--- src/rtl/uart_rxs_pkg.sv ---
package uart_rxs_pkg;

    // flag vector indices (internal)
    localparam int FLAG_N  = 5;
    localparam int F_PAR   = 0;
    localparam int F_FRAME = 1;
    localparam int F_NOISE = 2;
    localparam int F_OVR   = 3;
    localparam int F_FULL  = 4;

    // status register bit positions (software visible)
    localparam int STS_PAR   = 0;
    localparam int STS_FRAME = 1;
    localparam int STS_NOISE = 2;
    localparam int STS_OVR   = 3;
    localparam int STS_FULL  = 5;
    localparam int STS_MIN_W = 6;

    typedef logic [FLAG_N-1:0] flag_vec_t;

    typedef struct packed {
        flag_vec_t flags;
        flag_vec_t arm;
    } flag_state_t;

    typedef enum logic {
        SEL_STATUS = 1'b0,
        SEL_DATA   = 1'b1
    } rd_sel_e;

endpackage

--- src/rtl/rxs_flag_ctrl.sv ---
module rxs_flag_ctrl
    import uart_rxs_pkg::*;
(
    input  logic      clk,
    input  logic      rst_n,
    input  logic      rx_valid,
    input  logic      rx_noise,
    input  logic      rx_frame_err,
    input  logic      rx_parity_err,
    input  logic      rd_status,
    input  logic      rd_datareg,
    output logic      accept,
    output flag_vec_t flags
);

    flag_state_t st_d, st_q;
    flag_vec_t   clr_mask;
    flag_vec_t   set_mask;

    always_comb begin
        st_d     = st_q;
        clr_mask = rd_datareg ? st_q.arm : '0;
        accept   = rx_valid && (!st_q.flags[F_FULL] || clr_mask[F_FULL]);

        set_mask          = '0;
        set_mask[F_FULL]  = accept;
        set_mask[F_OVR]   = rx_valid && !accept;
        set_mask[F_NOISE] = accept && rx_noise;
        set_mask[F_FRAME] = accept && rx_frame_err;
        set_mask[F_PAR]   = accept && rx_parity_err;

        // a set wins over a clear in the same cycle
        st_d.flags = set_mask | (st_q.flags & ~clr_mask);

        if (rd_status) begin
            st_d.arm = st_q.flags;
        end else if (rd_datareg) begin
            st_d.arm = '0;
        end
    end

    always_ff @(posedge clk) begin
        if (!rst_n) begin
            st_q <= '0;
        end else begin
            st_q <= st_d;
        end
    end

    assign flags = st_q.flags;


    ovr_set_chk: assert property (@(posedge clk) disable iff (!rst_n)
        (rx_valid && st_q.flags[F_FULL] && !(rd_datareg && st_q.arm[F_FULL]))
        |=> st_q.flags[F_OVR]);


    armed_clear_chk: assert property (@(posedge clk) disable iff (!rst_n)
        (rd_datareg && st_q.arm[F_FULL] && !rx_valid) |=> !st_q.flags[F_FULL]);


    unarmed_keep_chk: assert property (@(posedge clk) disable iff (!rst_n)
        (rd_datareg && st_q.flags[F_NOISE] && !st_q.arm[F_NOISE])
        |=> st_q.flags[F_NOISE]);


    set_wins_chk: assert property (@(posedge clk) disable iff (!rst_n)
        (rx_valid && rd_datareg && st_q.arm[F_FULL]) |=> st_q.flags[F_FULL]);

endmodule

--- src/rtl/rxs_data_reg.sv ---
module rxs_data_reg #(
    parameter int DW = 8
) (
    input  logic          clk,
    input  logic          rst_n,
    input  logic          rx_valid,
    input  logic          accept,
    input  logic [DW-1:0] rx_byte,
    output logic [DW-1:0] data
);

    typedef struct packed {
        logic [DW-1:0] byte_val;
    } data_state_t;

    data_state_t st_d, st_q;

    always_comb begin
        st_d = st_q;
        if (accept) begin
            st_d.byte_val = rx_byte;
        end
    end

    always_ff @(posedge clk) begin
        if (!rst_n) begin
            st_q <= '0;
        end else begin
            st_q <= st_d;
        end
    end

    assign data = st_q.byte_val;


    drop_keep_chk: assert property (@(posedge clk) disable iff (!rst_n)
        (rx_valid && !accept) |=> $stable(data));


    load_chk: assert property (@(posedge clk) disable iff (!rst_n)
        accept |=> (data == $past(rx_byte)));

endmodule

--- src/rtl/rxs_readback.sv ---
module rxs_readback
    import uart_rxs_pkg::*;
#(
    parameter int DW = 8
) (
    input  logic          clk,
    input  logic          rst_n,
    input  logic          rd_en,
    input  logic          rd_sel,
    input  flag_vec_t     flags,
    input  logic [DW-1:0] data,
    output logic [DW-1:0] rd_data
);

    typedef struct packed {
        logic [DW-1:0] word;
    } rb_state_t;

    rb_state_t     st_d, st_q;
    logic [DW-1:0] status_word;

    always_comb begin
        status_word            = '0;
        status_word[STS_FULL]  = flags[F_FULL];
        status_word[STS_OVR]   = flags[F_OVR];
        status_word[STS_NOISE] = flags[F_NOISE];
        status_word[STS_FRAME] = flags[F_FRAME];
        status_word[STS_PAR]   = flags[F_PAR];

        st_d = st_q;
        if (rd_en) begin
            st_d.word = (rd_sel == SEL_DATA) ? data : status_word;
        end
    end

    always_ff @(posedge clk) begin
        if (!rst_n) begin
            st_q <= '0;
        end else begin
            st_q <= st_d;
        end
    end

    assign rd_data = st_q.word;


    rd_hold_chk: assert property (@(posedge clk) disable iff (!rst_n)
        !rd_en |=> $stable(rd_data));


    rd_data_chk: assert property (@(posedge clk) disable iff (!rst_n)
        (rd_en && rd_sel) |=> (rd_data == $past(data)));

endmodule

--- src/rtl/rxs_irq_gate.sv ---
module rxs_irq_gate
    import uart_rxs_pkg::*;
(
    input  logic      clk,
    input  logic      rst_n,
    input  flag_vec_t flags,
    input  logic      en_full_irq,
    input  logic      en_noise_irq,
    input  logic      en_frame_irq,
    input  logic      en_parity_irq,
    output logic      irq_rx,
    output logic      irq_err
);

    always_comb begin
        irq_rx  = flags[F_FULL] && en_full_irq;
        irq_err = (flags[F_NOISE] && en_noise_irq)
               || (flags[F_FRAME] && en_frame_irq)
               || (flags[F_PAR]   && en_parity_irq);
    end


    err_quiet_chk: assert property (@(posedge clk) disable iff (!rst_n)
        (!en_noise_irq && !en_frame_irq && !en_parity_irq) |-> !irq_err);


    rx_quiet_chk: assert property (@(posedge clk) disable iff (!rst_n)
        !en_full_irq |-> !irq_rx);

endmodule

--- src/rtl/uart_rx_status.sv ---
module uart_rx_status
    import uart_rxs_pkg::*;
#(
    parameter int DW = 8
) (
    input  logic          clk,
    input  logic          rst_n,
    input  logic          rx_valid,
    input  logic [DW-1:0] rx_byte,
    input  logic          rx_noise,
    input  logic          rx_frame_err,
    input  logic          rx_parity_err,
    input  logic          rd_en,
    input  logic          rd_sel,
    output logic [DW-1:0] rd_data,
    input  logic          en_full_irq,
    input  logic          en_noise_irq,
    input  logic          en_frame_irq,
    input  logic          en_parity_irq,
    output logic          irq_rx,
    output logic          irq_err
);

    localparam bit DW_OK = (DW >= STS_MIN_W);

    logic          rd_status;
    logic          rd_datareg;
    logic          accept;
    flag_vec_t     flags;
    logic [DW-1:0] data;

    assign rd_status  = rd_en && (rd_sel == SEL_STATUS);
    assign rd_datareg = rd_en && (rd_sel == SEL_DATA);

    rxs_flag_ctrl u_flags (
        .clk           (clk),
        .rst_n         (rst_n),
        .rx_valid      (rx_valid),
        .rx_noise      (rx_noise),
        .rx_frame_err  (rx_frame_err),
        .rx_parity_err (rx_parity_err),
        .rd_status     (rd_status),
        .rd_datareg    (rd_datareg),
        .accept        (accept),
        .flags         (flags)
    );

    rxs_data_reg #(.DW(DW)) u_data (
        .clk      (clk),
        .rst_n    (rst_n),
        .rx_valid (rx_valid),
        .accept   (accept),
        .rx_byte  (rx_byte),
        .data     (data)
    );

    rxs_readback #(.DW(DW)) u_rb (
        .clk     (clk),
        .rst_n   (rst_n),
        .rd_en   (rd_en),
        .rd_sel  (rd_sel),
        .flags   (flags),
        .data    (data),
        .rd_data (rd_data)
    );

    rxs_irq_gate u_irq (
        .clk           (clk),
        .rst_n         (rst_n),
        .flags         (flags),
        .en_full_irq   (en_full_irq),
        .en_noise_irq  (en_noise_irq),
        .en_frame_irq  (en_frame_irq),
        .en_parity_irq (en_parity_irq),
        .irq_rx        (irq_rx),
        .irq_err       (irq_err)
    );


    width_chk: assert property (@(posedge clk) disable iff (!rst_n) DW_OK);


    reset_quiet_chk: assert property (@(posedge clk)
        !rst_n |=> (rd_data == '0 && !irq_rx && !irq_err));

endmodule

--- config.mk ---
export PLATFORM = sky130hd
export DESIGN_NAME = uart_rx_status
export DESIGN_NICKNAME = d
export VERILOG_FILES = /design/src/rtl/uart_rxs_pkg.sv /design/src/rtl/rxs_flag_ctrl.sv /design/src/rtl/rxs_data_reg.sv /design/src/rtl/rxs_readback.sv /design/src/rtl/rxs_irq_gate.sv /design/src/rtl/uart_rx_status.sv
export SDC_FILE = /design/constraint.sdc
export NUM_CORES = 1
export LEC_CHECK = 0
export BUFFER_PORTS_ARGS = -buffer_cell sky130_fd_sc_hd__clkbuf_2
export CORE_MARGIN = 1.5
export CORE_UTILIZATION = 40
export DETAILED_ROUTE_END_ITERATION = 8
export PLACE_DENSITY_LB_ADDON = 0.1
export SLEW_MARGIN = 20
export SYNTH_ARGS = -nofsm -noshare
export SYNTH_HDL_FRONTEND = slang
export SYNTH_SLANG_ARGS = --single-unit
--- constraint.sdc ---
create_clock -name clk -period 1.1 [get_ports clk]
set_input_delay 0.165 -clock clk [delete_from_list [all_inputs] [get_ports clk]]
set_output_delay 0.165 -clock clk [all_outputs]
set_load 0.005 [all_outputs]
==> results.md, run 1 <==
- GRT Total Usage: 0.152
- Final wirelength: roughly 2.3 mm
- Clock tree buffer depth: 2
- Core area: around 2500 µm²
- Die area: 3100 µm²
- Starting Density: 0.436
- Crit path cell chain: a222oi_1 > inv_1 > clkbuf_2
- RR Endpoint: u_data.data[3]$_SDFFE_PN0N_
- Crit path depth: 3
- Synth warn: 0
- Via-to-Cell Ratio: ~5.0
- TritonCTS clock tree: yes
- Clk_lat worst skew: 0.33 ns
- Chip width: about 56 µm
- Crit path max-delay family: flip-flops
- Tcrit/Tclk final: 1.20
- CP Launch Type: flop
- Slew Limit Headroom: 0.829
- Flop-to-flop setup slack: roughly 0.05 ns
- Post-synth EDFFs: 0
- Setup TNS: -0.215 ns
- Boundary pin count: 30
- Dpl ws: approximately 0.018 ns
- Diode count: 0
- Synth Net Count: approximately 140
- CTS Buf Count: 3
- DRT iter0 DRCs: 26
- Detail Placement HPWL: 1.54 mm
- First-pass GRT wire length: approximately 3.8 mm
- R2R Path Start: u_flags.flags[4]$_SDFF_PN0_
- Fin. max-slew vios: 0
- Final setup viols: 1
- Synth Register Bits: 26
- Ys async rst share: 0
- Min-delay src: rx_byte[7]
- Post-route cell area: around 1400 µm²
- Hold Path Depth: 3
- Synthesis-to-finish area growth: 28.9%
- Vias in the first global route: about 820
- Largest net degree at the start of global routing: 17
- Post-synth top flop: dfxtp_1
- Final setup margin: -0.215 ns
- Max-cap violations: 0
- DRC: 0
- Failing checks: setup timing
- Synth area leaders: dfxtp_1, mux2i_1, nand2_1, a21boi_0, nand2b_1
- Ratio of cells with drive above 1 in the final layout: 0.344
- Placed insts: 177
- CTS H-tree depth: 1
- Pwr dens: around 1400 nW/µm²
- Worst hold endpoint: u_data.data[7]$_SDFFE_PN0N_
- Peak supply drop: about 0.0013 V
- Routed len/inst: between 10 and 15 µm
- RSZ-0062 raised after global routing: yes
- Register area share after synthesis: 0.469
- Die Ht: between 50 and 60 µm
- IO buf count: 29
- Synthesized area: 1110 µm²
- Worst endpoint data arrival time: between 1 and 1.5 ns
- CTS sink cnt: 26
- Final hold vios: 0
- Netlist cell types: 23
- Leak: approximately 0.63 nW
- Fin crit period: between 1 and 1.5 ns
- Initial antenna violation count: 0
- GRT overflow: 0
- Tightest Pin Transition: 0.257 ns
- Post-Syn Instances: between 100 and 150
- DP Area: around 1300 µm²
- Critical path's largest stage delay: roughly 0.35 ns
- Reg clk slew, reported paths: between 0.1 and 0.15 ns
- CP endpoint kind: output pin
- Yosys top cell by area: dfxtp_1
- Fin cells: about 180
- Cells on worst reg2reg path: 4
- WP data required: between 0.9 and 1 ns
- Synth top area share: 0.469
- Syn avg cell area: 9.33 µm²
- First-pass iteration count of the detailed router: 4
- Vias: 929
- Crit Path Category: flop to output pin
- Worst clock skew: ~0.0088 ns
- Outcome: finished, violations left
- Clk root buf: clkbuf_4
- Antenna Nets Post-Route: 0
- FMAX: about 760 MHz
- Layout Nets: approximately 180
- Row count: 18
- GPL Wtd Cong: about 0.7
- Worst Path Buf+Inv: 2
- Hold Crit Class: input port to flop
- CP max FO: 2
- Pwr Total: 1.95 mW
- Slowest cell on the critical path: dfxtp_2
## layer usage
layer	vias to the layer above	track usage	part of all wire
met3	2	0.0442	0.043
met5	-	0	0
met2	17	0.218	0.45
met1	424	0.226	0.51
li1	486	-	-
met4	0	0.0314	0.0044
## synthesized netlist by cell type, types with 2 or more instances
library cell,n
a21boi_0,8
and3_1,3
o21ai_0,5
nand2_1,17
clkbuf_1,4
dfxtp_1,26
nand3_1,8
a31o_1,2
mux2i_1,13
nand2b_1,8
a21oi_1,6
nand3b_1,5
buf_2,4
## power breakdown
part           internal (mW)  total, mW  switching, mW
clock network          0.369      0.656          0.287
registers              0.993       1.02         0.0303
logic                  0.147      0.270          0.123
## worst register-to-register path, cell delays in order, from the launching register on
cell	delay [ns]
dfxtp_4	0.38
buf_6	0.11
a21boi_4	0.16
buf_6	0.15
mux2i_1	0.19
## how the worst max path moves through the flow
stage | start | endpoint | slack (ns)
3_3_place_gp | rd_sel | u_flags.flags[1]$_SDFF_PN0_ | 0.07
5_1_grt | u_flags.flags[2]$_SDFF_PN0_ | irq_err | -0.31
4_1_cts | u_flags.flags[2]$_SDFF_PN0_ | irq_err | -0.23
3_5_place_dp | rd_en | u_data.data[0]$_SDFFE_PN0N_ | 0.02
2_1_floorplan | u_flags.st_q[4]$_SDFFE_PN0P_ | u_data.data[0]$_SDFFE_PN0N_ | 0.12
6_report | u_flags.flags[2]$_SDFF_PN0_ | irq_err | -0.21
## layout by cell type (no fill, tap or decap)
| master | synthesis | final |
|---|---|---|
| clkbuf_2 | 0 | 29 |
| dfxtp_1 | 26 | 22 |
| nand2_1 | 17 | 17 |
| mux2i_1 | 13 | 13 |
| nand2b_1 | 8 | 8 |
| a21boi_0 | 8 | 8 |
| nand3_1 | 8 | 8 |
| buf_4 | 1 | 8 |
| a21oi_1 | 6 | 6 |
| nand3b_1 | 5 | 5 |
| o21ai_0 | 5 | 5 |
| and3_1 | 3 | 3 |
| clkbuf_4 | 0 | 3 |
| buf_6 | 1 | 3 |
| dfxtp_2 | 0 | 3 |
| a31o_1 | 2 | 2 |
| and2_4 | 0 | 1 |
| a222oi_1 | 1 | 1 |
| inv_1 | 1 | 1 |
| nand3_4 | 0 | 1 |
| nor2b_1 | 1 | 1 |
| a21boi_4 | 0 | 1 |
| nand4_1 | 1 | 1 |
| a31o_2 | 1 | 1 |
| bufinv_16 | 0 | 1 |
| buf_12 | 0 | 1 |
| dfxtp_4 | 0 | 1 |
## per-stage QoR
| stage | utilization | hold WS (ns) |
|---|---|---|
| 3_5_place_dp | 0.518 | 0.397 |
| 2_1_floorplan | - | 0.299 |
| 4_1_cts | 0.551 | 0.0372 |
| 5_1_grt | 0.562 | 0.0367 |
| 3_3_place_gp | 0.518 | 0.395 |
| 6_report | 0.562 | 0.0468 |
## cells by family after synthesis
group,after synthesis,synth area share
AOI/OAI and AO/OA,24,0.147
buffers and inverters,11,0.0519
muxes,13,0.117
and+or+nand+nor,45,0.215
DFF,26,0.469
## sequential cells by signal, summed over array words and instances (netlist names)
signal,flops
u_flags.flags,5
u_flags.st_q,5
u_rb.rd_data,8
u_data.data,8
## area by class of cell
type	count	area [µm²]
clock buffers	3	22.5
clock inverters	1	30.0
fillers	245	1110
inverters	1	3.75
multi-input cells	82	549
flip-flops and latches	26	528
well taps	30	37.5
repair buffers	41	259
## repair_timing
action / CTS / global route
resized for setup: 5 / 6
hold buffers: 0 / 0
cloned: 0 / 0
endpoints found under the setup margin: 2 / 12
setup buffers: 4 / 0
pin swaps: 1 / 1
Note: power is estimated with default switching activity, not from simulation.
==> run 2: changes to the inputs <==
--- a/config.mk
+++ b/config.mk
@@ -7,7 +7,7 @@
 export LEC_CHECK = 0
 export BUFFER_PORTS_ARGS = -buffer_cell sky130_fd_sc_hd__clkbuf_2
 export CORE_MARGIN = 1.5
-export CORE_UTILIZATION = 40
+export CORE_UTILIZATION = 34
 export DETAILED_ROUTE_END_ITERATION = 8
 export PLACE_DENSITY_LB_ADDON = 0.1
 export SLEW_MARGIN = 20
==> run 2 against run 1 <==
  * Utilization fell by 11 points
  * Combinational power shrank 2%
  * Clock power shrank 41%
  * First-iteration DRC count up 46%
  * Sequential power about the same
  * Worst hold slack gained 0.016 ns
  * Flip-flop and latch count unchanged
  * The run still ends with setup timing left
  * Largest cell class unchanged
  * Clock skew barely moved
  * Wire length decreased by 3.8%
  * Setup slack improved by 0.029 ns
==> results.md, run 2 (synthesized netlist as in run 1, its figures left out) <==
- Outcome: finished, violations left (unchanged)
- Failing checks: setup timing (unchanged)
- Core area: 3080 µm² (was 2540 µm²)
- Routed len/inst: 11.1 µm (was 12.4 µm)
- FMAX: 778 MHz (was 761 MHz)
- GRT Total Usage: 0.135 (was 0.152)
- Die Ht: 60.1 µm (was 55.7 µm)
- Sw Pwr: 0.406 mW (was 0.441 mW)
- Commonest non-fill, non-tap cell in the layout: clkbuf_2 (unchanged)
- Multi-input combinational cell area: 534 µm² (was 549 µm²)
- Flop-to-flop setup slack: 0.03 ns (was 0.05 ns)
- Row count: 20 (was 18)
- Final setup margin: -0.185 ns (was -0.215 ns)
- GRT overflow: 0 (unchanged)
- Vias: 918 (was 929)
- Ratio of cells with drive above 1 in the final layout: 0.333 (was 0.344)
- Post-route cell area: 1400 µm² (was 1430 µm²)
- Leak: 0.610 nW (was 0.630 nW)
- CP max FO: 2 (unchanged)
- GPL Wtd Cong: 0.640 (was 0.698)
- DRC: 0 (unchanged)
- CTS sink cnt: 26 (unchanged)
- Pwr dens: 1200 nW/µm² (was 1360 nW/µm²)
- Slew Limit Headroom: 0.831 (was 0.829)
- Starting Density: 0.361 (was 0.436)
- Most frequent cells in the layout: clkbuf_2, dfxtp_1, nand2_1 (unchanged)
- Sw Share: 0.243 (was 0.226)
- Comb power frac: 0.158 (was 0.139)
- WP data required: 0.94 ns (about the same)
- Synthesis-to-finish area growth: 26.0% (was 28.9%)
- First-pass GRT wire length: 3.60 mm (was 3.77 mm)
- Crit Path Category: flop to output pin (unchanged)
- Clk root buf: clkbuf_4 (unchanged)
- CTS Hold Bufs: 0 (unchanged)
- Filler cells: 317 (was 245)
- Share of power burned in registers: 0.611 (was 0.525)
- Clock tree buffer depth: 2 (unchanged)
- Pwr Total: 1.67 mW (was 1.95 mW)
- Final wirelength: 2.19 mm (was 2.28 mm)
- CTS H-tree depth: 1 (unchanged)
- Max-cap violations: 0 (unchanged)
- Largest net degree at the start of global routing: 21 (was 17)
- Fin crit period: 1.29 ns (was 1.31 ns)
- Fin. max-slew vios: 0 (unchanged)
- Worst endpoint data arrival time: 1.12 ns (was 1.15 ns)
- Tcrit/Tclk final: 1.17 (was 1.20)
- Crit. Startpoint: u_flags.flags[2]$_SDFF_PN0_ (unchanged)
- TritonCTS clock tree: yes (unchanged)
- Setup TNS: -0.238 ns (was -0.215 ns)
- Critical path endpoint: irq_err (unchanged)
- Int Pwr: 1.27 mW (was 1.51 mW)
- Layout Nets: 175 (unchanged)
- Min-delay src: rx_frame_err (was rx_byte[7])
- Vias in the first global route: 784 (was 818)
- Hold Crit Class: input port to flop (unchanged)
- IO buf count: 29 (unchanged)
- First-pass iteration count of the detailed router: 4 (unchanged)
- Reg clk slew, reported paths: 0.13 ns (was 0.14 ns)
- Post-layout util: 0.454 (was 0.562)
- Reg area: 524 µm² (was 528 µm²)
- Boundary pin count: 30 (unchanged)
- Antenna Nets Post-Route: 0 (unchanged)
- Final hold vios: 0 (unchanged)
- Min Hold Slack: 0.0624 ns (was 0.0468 ns)
- Cells on worst reg2reg path: 4 (unchanged)
- CP endpoint kind: output pin (unchanged)
- CTS Buf Count: 3 (unchanged)
- R2R Path Start: u_flags.st_q[4]$_SDFFE_PN0P_ (was u_flags.flags[4]$_SDFF_PN0_)
- Diode count: 0 (unchanged)
- DRT iter0 DRCs: 38 (was 26)
- DP Area: 1340 µm² (was 1320 µm²)
- Initial antenna violation count: 0 (unchanged)
- Power share of the clock group: 0.231 (was 0.336)
- Chip width: 60.1 µm (was 55.7 µm)
- Clk_lat worst skew: 0.31 ns (was 0.33 ns)
- Tightest Pin Transition: 0.254 ns (was 0.257 ns)
- RSZ-0062 raised after global routing: yes (unchanged)
- Peak supply drop: 0.000503 V (was 0.00129 V)
- Detail Placement HPWL: 1.56 mm (was 1.54 mm)
- Die area: 3620 µm² (was 3100 µm²)
- CP Launch Type: flop (unchanged)
- Worst clock skew: 0.00892 ns (was 0.00884 ns)
- Via-to-Cell Ratio: 4.66 (was 5.05)
- RR Endpoint: u_data.data[4]$_SDFFE_PN0N_ (was u_data.data[3]$_SDFFE_PN0N_)
- Final setup viols: 2 (was 1)
-- run 2: cell types whose count changed in the layout (fill, tap and decap cells not counted), sizes merged --
cell / before / now
bufinv: 1 / 0
-- run 2: area by class of cell --
type / instances / area share
clock buffers: 3 / 0.0161
inverters: 1 / 0.00268
multi-input cells: 82 / 0.382
flip-flops and latches: 26 / 0.375
well taps: 44 / 0.0394
repair buffers: 41 / 0.185
-- run 2: worst min-delay path by stage --
stage                             endpoint  slack [ns]  cells past startpoint
6_report       u_flags.flags[1]$_SDFF_PN0_        0.06                      2
5_1_grt        u_flags.flags[1]$_SDFF_PN0_        0.04                      2
4_1_cts        u_flags.flags[1]$_SDFF_PN0_        0.05                      2
3_5_place_dp   u_flags.flags[1]$_SDFF_PN0_        0.40                      2
3_3_place_gp   u_flags.flags[1]$_SDFF_PN0_        0.39                      2
2_1_floorplan  u_flags.flags[1]$_SDFF_PN0_        0.30                      1
-- run 2: what timing repair did --
action,CTS,global route
pin swaps,1,1
endpoints found under the setup margin,2,8
setup buffers,2,0
gates resized for setup,4,3
endpoints found under the hold margin,0,0
-- run 2: power by group through the flow --
stage	combinational [mW]	sequential [mW]	clock, mW
after global placement	0.246	1.04	0
after CTS	0.263	1.02	0.419
after floorplan	0.144	1.04	0
after global routing	0.294	1.03	0.440
final	0.264	1.02	0.386
after detailed placement	0.249	1.04	0
-- run 2: metal layers --
metal	vias to the layer above	wire, µm	GRT usage
met3	2	106	0.0325
met1	417	1190	0.200
met2	19	874	0.182
met5	-	0	0
li1	480	-	-
met4	0	19	0.0571
-- run 2: metrics by stage --
step           setup slack, ns  instances
2_1_floorplan            0.120        119
3_3_place_gp            0.0520        192
3_5_place_dp            0.0265        192
4_1_cts                 -0.214        197
5_1_grt                 -0.279        197
6_report                -0.185        197
-- run 2: worst max-delay path, cell delays in order, from the launching register on --
cell and delay (ns):
dfxtp_1 0.34, a222oi_1 0.29, inv_1 0.07, clkbuf_2 0.11
==> run 3: changes to the inputs <==
--- a/config.mk
+++ b/config.mk
@@ -9,7 +9,7 @@
 export CORE_MARGIN = 1.5
 export CORE_UTILIZATION = 34
 export DETAILED_ROUTE_END_ITERATION = 8
-export PLACE_DENSITY_LB_ADDON = 0.1
+export PLACE_DENSITY_LB_ADDON = 0.25
 export SLEW_MARGIN = 20
 export SYNTH_ARGS = -nofsm -noshare
 export SYNTH_HDL_FRONTEND = slang
==> run 3 against run 2 <==
  * The run still ends with setup timing left
  * Sequential share of layout area is 1.9 points lower
  * Count of clock-buffer cells in the layout did not move
  * Flip-flop and latch count did not move
  * Setup slack lost 0.012 ns
  * Total power rose by 3.1%
  * Final cell count rose by 2.0%
  * Maximum frequency fell by 0.95%
  * Critical path type unchanged
==> results.md, run 3 (synthesized netlist as in run 1, its figures left out) <==
- Outcome: finished, violations left (unchanged)
- Failing checks: setup timing (unchanged)
- Synthesis-to-finish area growth: 33.1% (was 26.0%)
- Detail Placement HPWL: 1.76 mm (was 1.56 mm)
- CTS sink cnt: 26 (unchanged)
- Die Ht: 60.1 µm (unchanged)
- Clock tree buffer depth: 2 (unchanged)
- Tightest Pin Transition: 0.262 ns (was 0.254 ns)
- Comb power frac: 0.173 (was 0.158)
- IO buf count: 29 (unchanged)
- Pwr Total: 1.72 mW (was 1.67 mW)
- Via-to-Cell Ratio: 4.79 (was 4.66)
- Min-delay src: rx_byte[7] (was rx_frame_err)
- DRC: 0 (unchanged)
- CP Launch Type: flop (unchanged)
- Core area: 3080 µm² (unchanged)
- Max-cap violations: 0 (unchanged)
- CTS H-tree depth: 1 (unchanged)
- Fin crit period: 1.30 ns (was 1.29 ns)
- Starting Density: 0.361 (unchanged)
- Most frequent cells in the layout: clkbuf_2, dfxtp_1, nand2_1 (unchanged)
- Vias in the first global route: 913 (was 784)
- WP data required: 0.94 ns (about the same)
- Vias: 962 (was 918)
- Dpl ws: -0.0240 ns (was 0.0265 ns)
- Diode count: 0 (unchanged)
- RSZ-0062 raised after global routing: yes (unchanged)
- Pwr dens: 1170 nW/µm² (was 1200 nW/µm²)
- Worst endpoint data arrival time: 1.13 ns (was 1.12 ns)
- Crit Path Category: flop to output pin (unchanged)
- Ratio of cells with drive above 1 in the final layout: 0.357 (was 0.333)
- Antenna Nets Post-Route: 0 (unchanged)
- CTS Hold Bufs: 0 (unchanged)
- First-pass GRT wire length: 3.91 mm (was 3.60 mm)
- First-pass iteration count of the detailed router: 6 (was 4)
- Hold Crit Class: input port to flop (unchanged)
- GPL Wtd Cong: 0.709 (was 0.640)
- Final hold vios: 0 (unchanged)
- CTS Buf Count: 3 (unchanged)
- Tcrit/Tclk final: 1.18 (was 1.17)
- Routed len/inst: 12.3 µm (was 11.1 µm)
- Slew Limit Headroom: 0.825 (was 0.831)
- Crit. Startpoint: u_flags.flags[2]$_SDFF_PN0_ (unchanged)
- CP endpoint kind: output pin (unchanged)
- Power share of the clock group: 0.233 (was 0.231)
- GRT Total Usage: 0.147 (was 0.135)
- Final setup margin: -0.197 ns (was -0.185 ns)
- Leak: 0.647 nW (was 0.610 nW)
- Post-layout util: 0.480 (was 0.454)
- Initial antenna violation count: 0 (unchanged)
- Worst Path Buf+Inv: 2 (unchanged)
- Clk root buf: clkbuf_4 (unchanged)
- Share of power burned in registers: 0.595 (was 0.611)
- TritonCTS clock tree: yes (unchanged)
- Largest net degree at the start of global routing: 25 (was 21)
- Int Pwr: 1.29 mW (was 1.27 mW)
- Boundary pin count: 30 (unchanged)
- Slowest cell on the critical path: dfxtp_2 (was dfxtp_1)
- Layout Nets: 179 (was 175)
- Clk_lat worst skew: 0.32 ns (was 0.31 ns)
- Reg clk slew, reported paths: 0.13 ns (about the same)
- Crit path max-delay family: flip-flops (unchanged)
- Worst clock skew: 0.00175 ns (was 0.00892 ns)
- Min Hold Slack: 0.0583 ns (was 0.0624 ns)
- R2R Path Start: u_flags.st_q[4]$_SDFFE_PN0P_ (unchanged)
- Chip width: 60.1 µm (unchanged)
- Sw Share: 0.252 (was 0.243)
- GRT overflow: 0 (unchanged)
- Final wirelength: 2.46 mm (was 2.19 mm)
- Die area: 3620 µm² (unchanged)
- Crit path cell chain: a222oi_1 > inv_1 > clkbuf_2 (unchanged)
- Peak supply drop: 0.000645 V (was 0.000503 V)
- Critical path's largest stage delay: 0.35 ns (was 0.34 ns)
- Sw Pwr: 0.434 mW (was 0.406 mW)
- Fin. max-slew vios: 0 (unchanged)
- Commonest non-fill, non-tap cell in the layout: clkbuf_2 (unchanged)
- Final setup viols: 2 (unchanged)
- CP max FO: 2 (unchanged)
- FMAX: 771 MHz (was 778 MHz)
- DRT iter0 DRCs: 19 (was 38)
- Row count: 20 (unchanged)
[run 3: power groups by stage]
stage / Clock, mW / Sequential [mW] / Combinational (mW)
after floorplan: 0 / 1.04 / 0.144
after global placement: 0 / 1.04 / 0.257
after CTS: 0.416 / 1.02 / 0.293
after detailed placement: 0 / 1.05 / 0.262
final: 0.401 / 1.03 / 0.298
after global routing: 0.446 / 1.03 / 0.327
[run 3: final cells by class]
type	instances	area [µm²]
clock buffers	3	22.5
fillers	306	1600
inverters	1	3.75
multi-input cells	82	549
flip-flops and latches	26	526
well taps	44	55.1
repair buffers	45	322
[run 3: path summary, 6_finish.rpt]
kind	slack [ns]	cells past startpoint	end
max	-0.20	3	irq_err
min	0.06	3	u_data.data[7]$_SDFFE_PN0N_
max reg2reg	0.03	4	u_data.data[5]$_SDFFE_PN0N_
min reg2reg	0.47	2	u_data.data[0]$_SDFFE_PN0N_
[run 3: through the flow]
stage	instance area (µm²)	TNS (ns)	std cells
after floorplan	1110	0	119
after global placement	1370	0	192
after detailed placement	1370	-0.0444	192
after CTS	1450	-0.284	199
after global routing	1480	-0.442	201
final	1480	-0.266	201
[run 3: tightest hold or removal path, stage by stage]
cell and delay [ns]:
clkbuf_2 0.08, nand2_1 0.04, mux2i_1 0.05
[run 3: what timing repair did]
action / 4_1_cts / 5_1_grt
pin swaps: 1 / 1
endpoints found under the setup margin: 8 / 7
resized for setup: 9 / 3
setup buffers: 4 / 2
[run 3: layer usage]
layer	up-vias	part of all wire	track usage
met1	449	0.46	0.171
met4	0	0.016	0.0444
met2	21	0.49	0.259
met3	4	0.033	0.0411
met5	-	0	0
li1	488	-	-
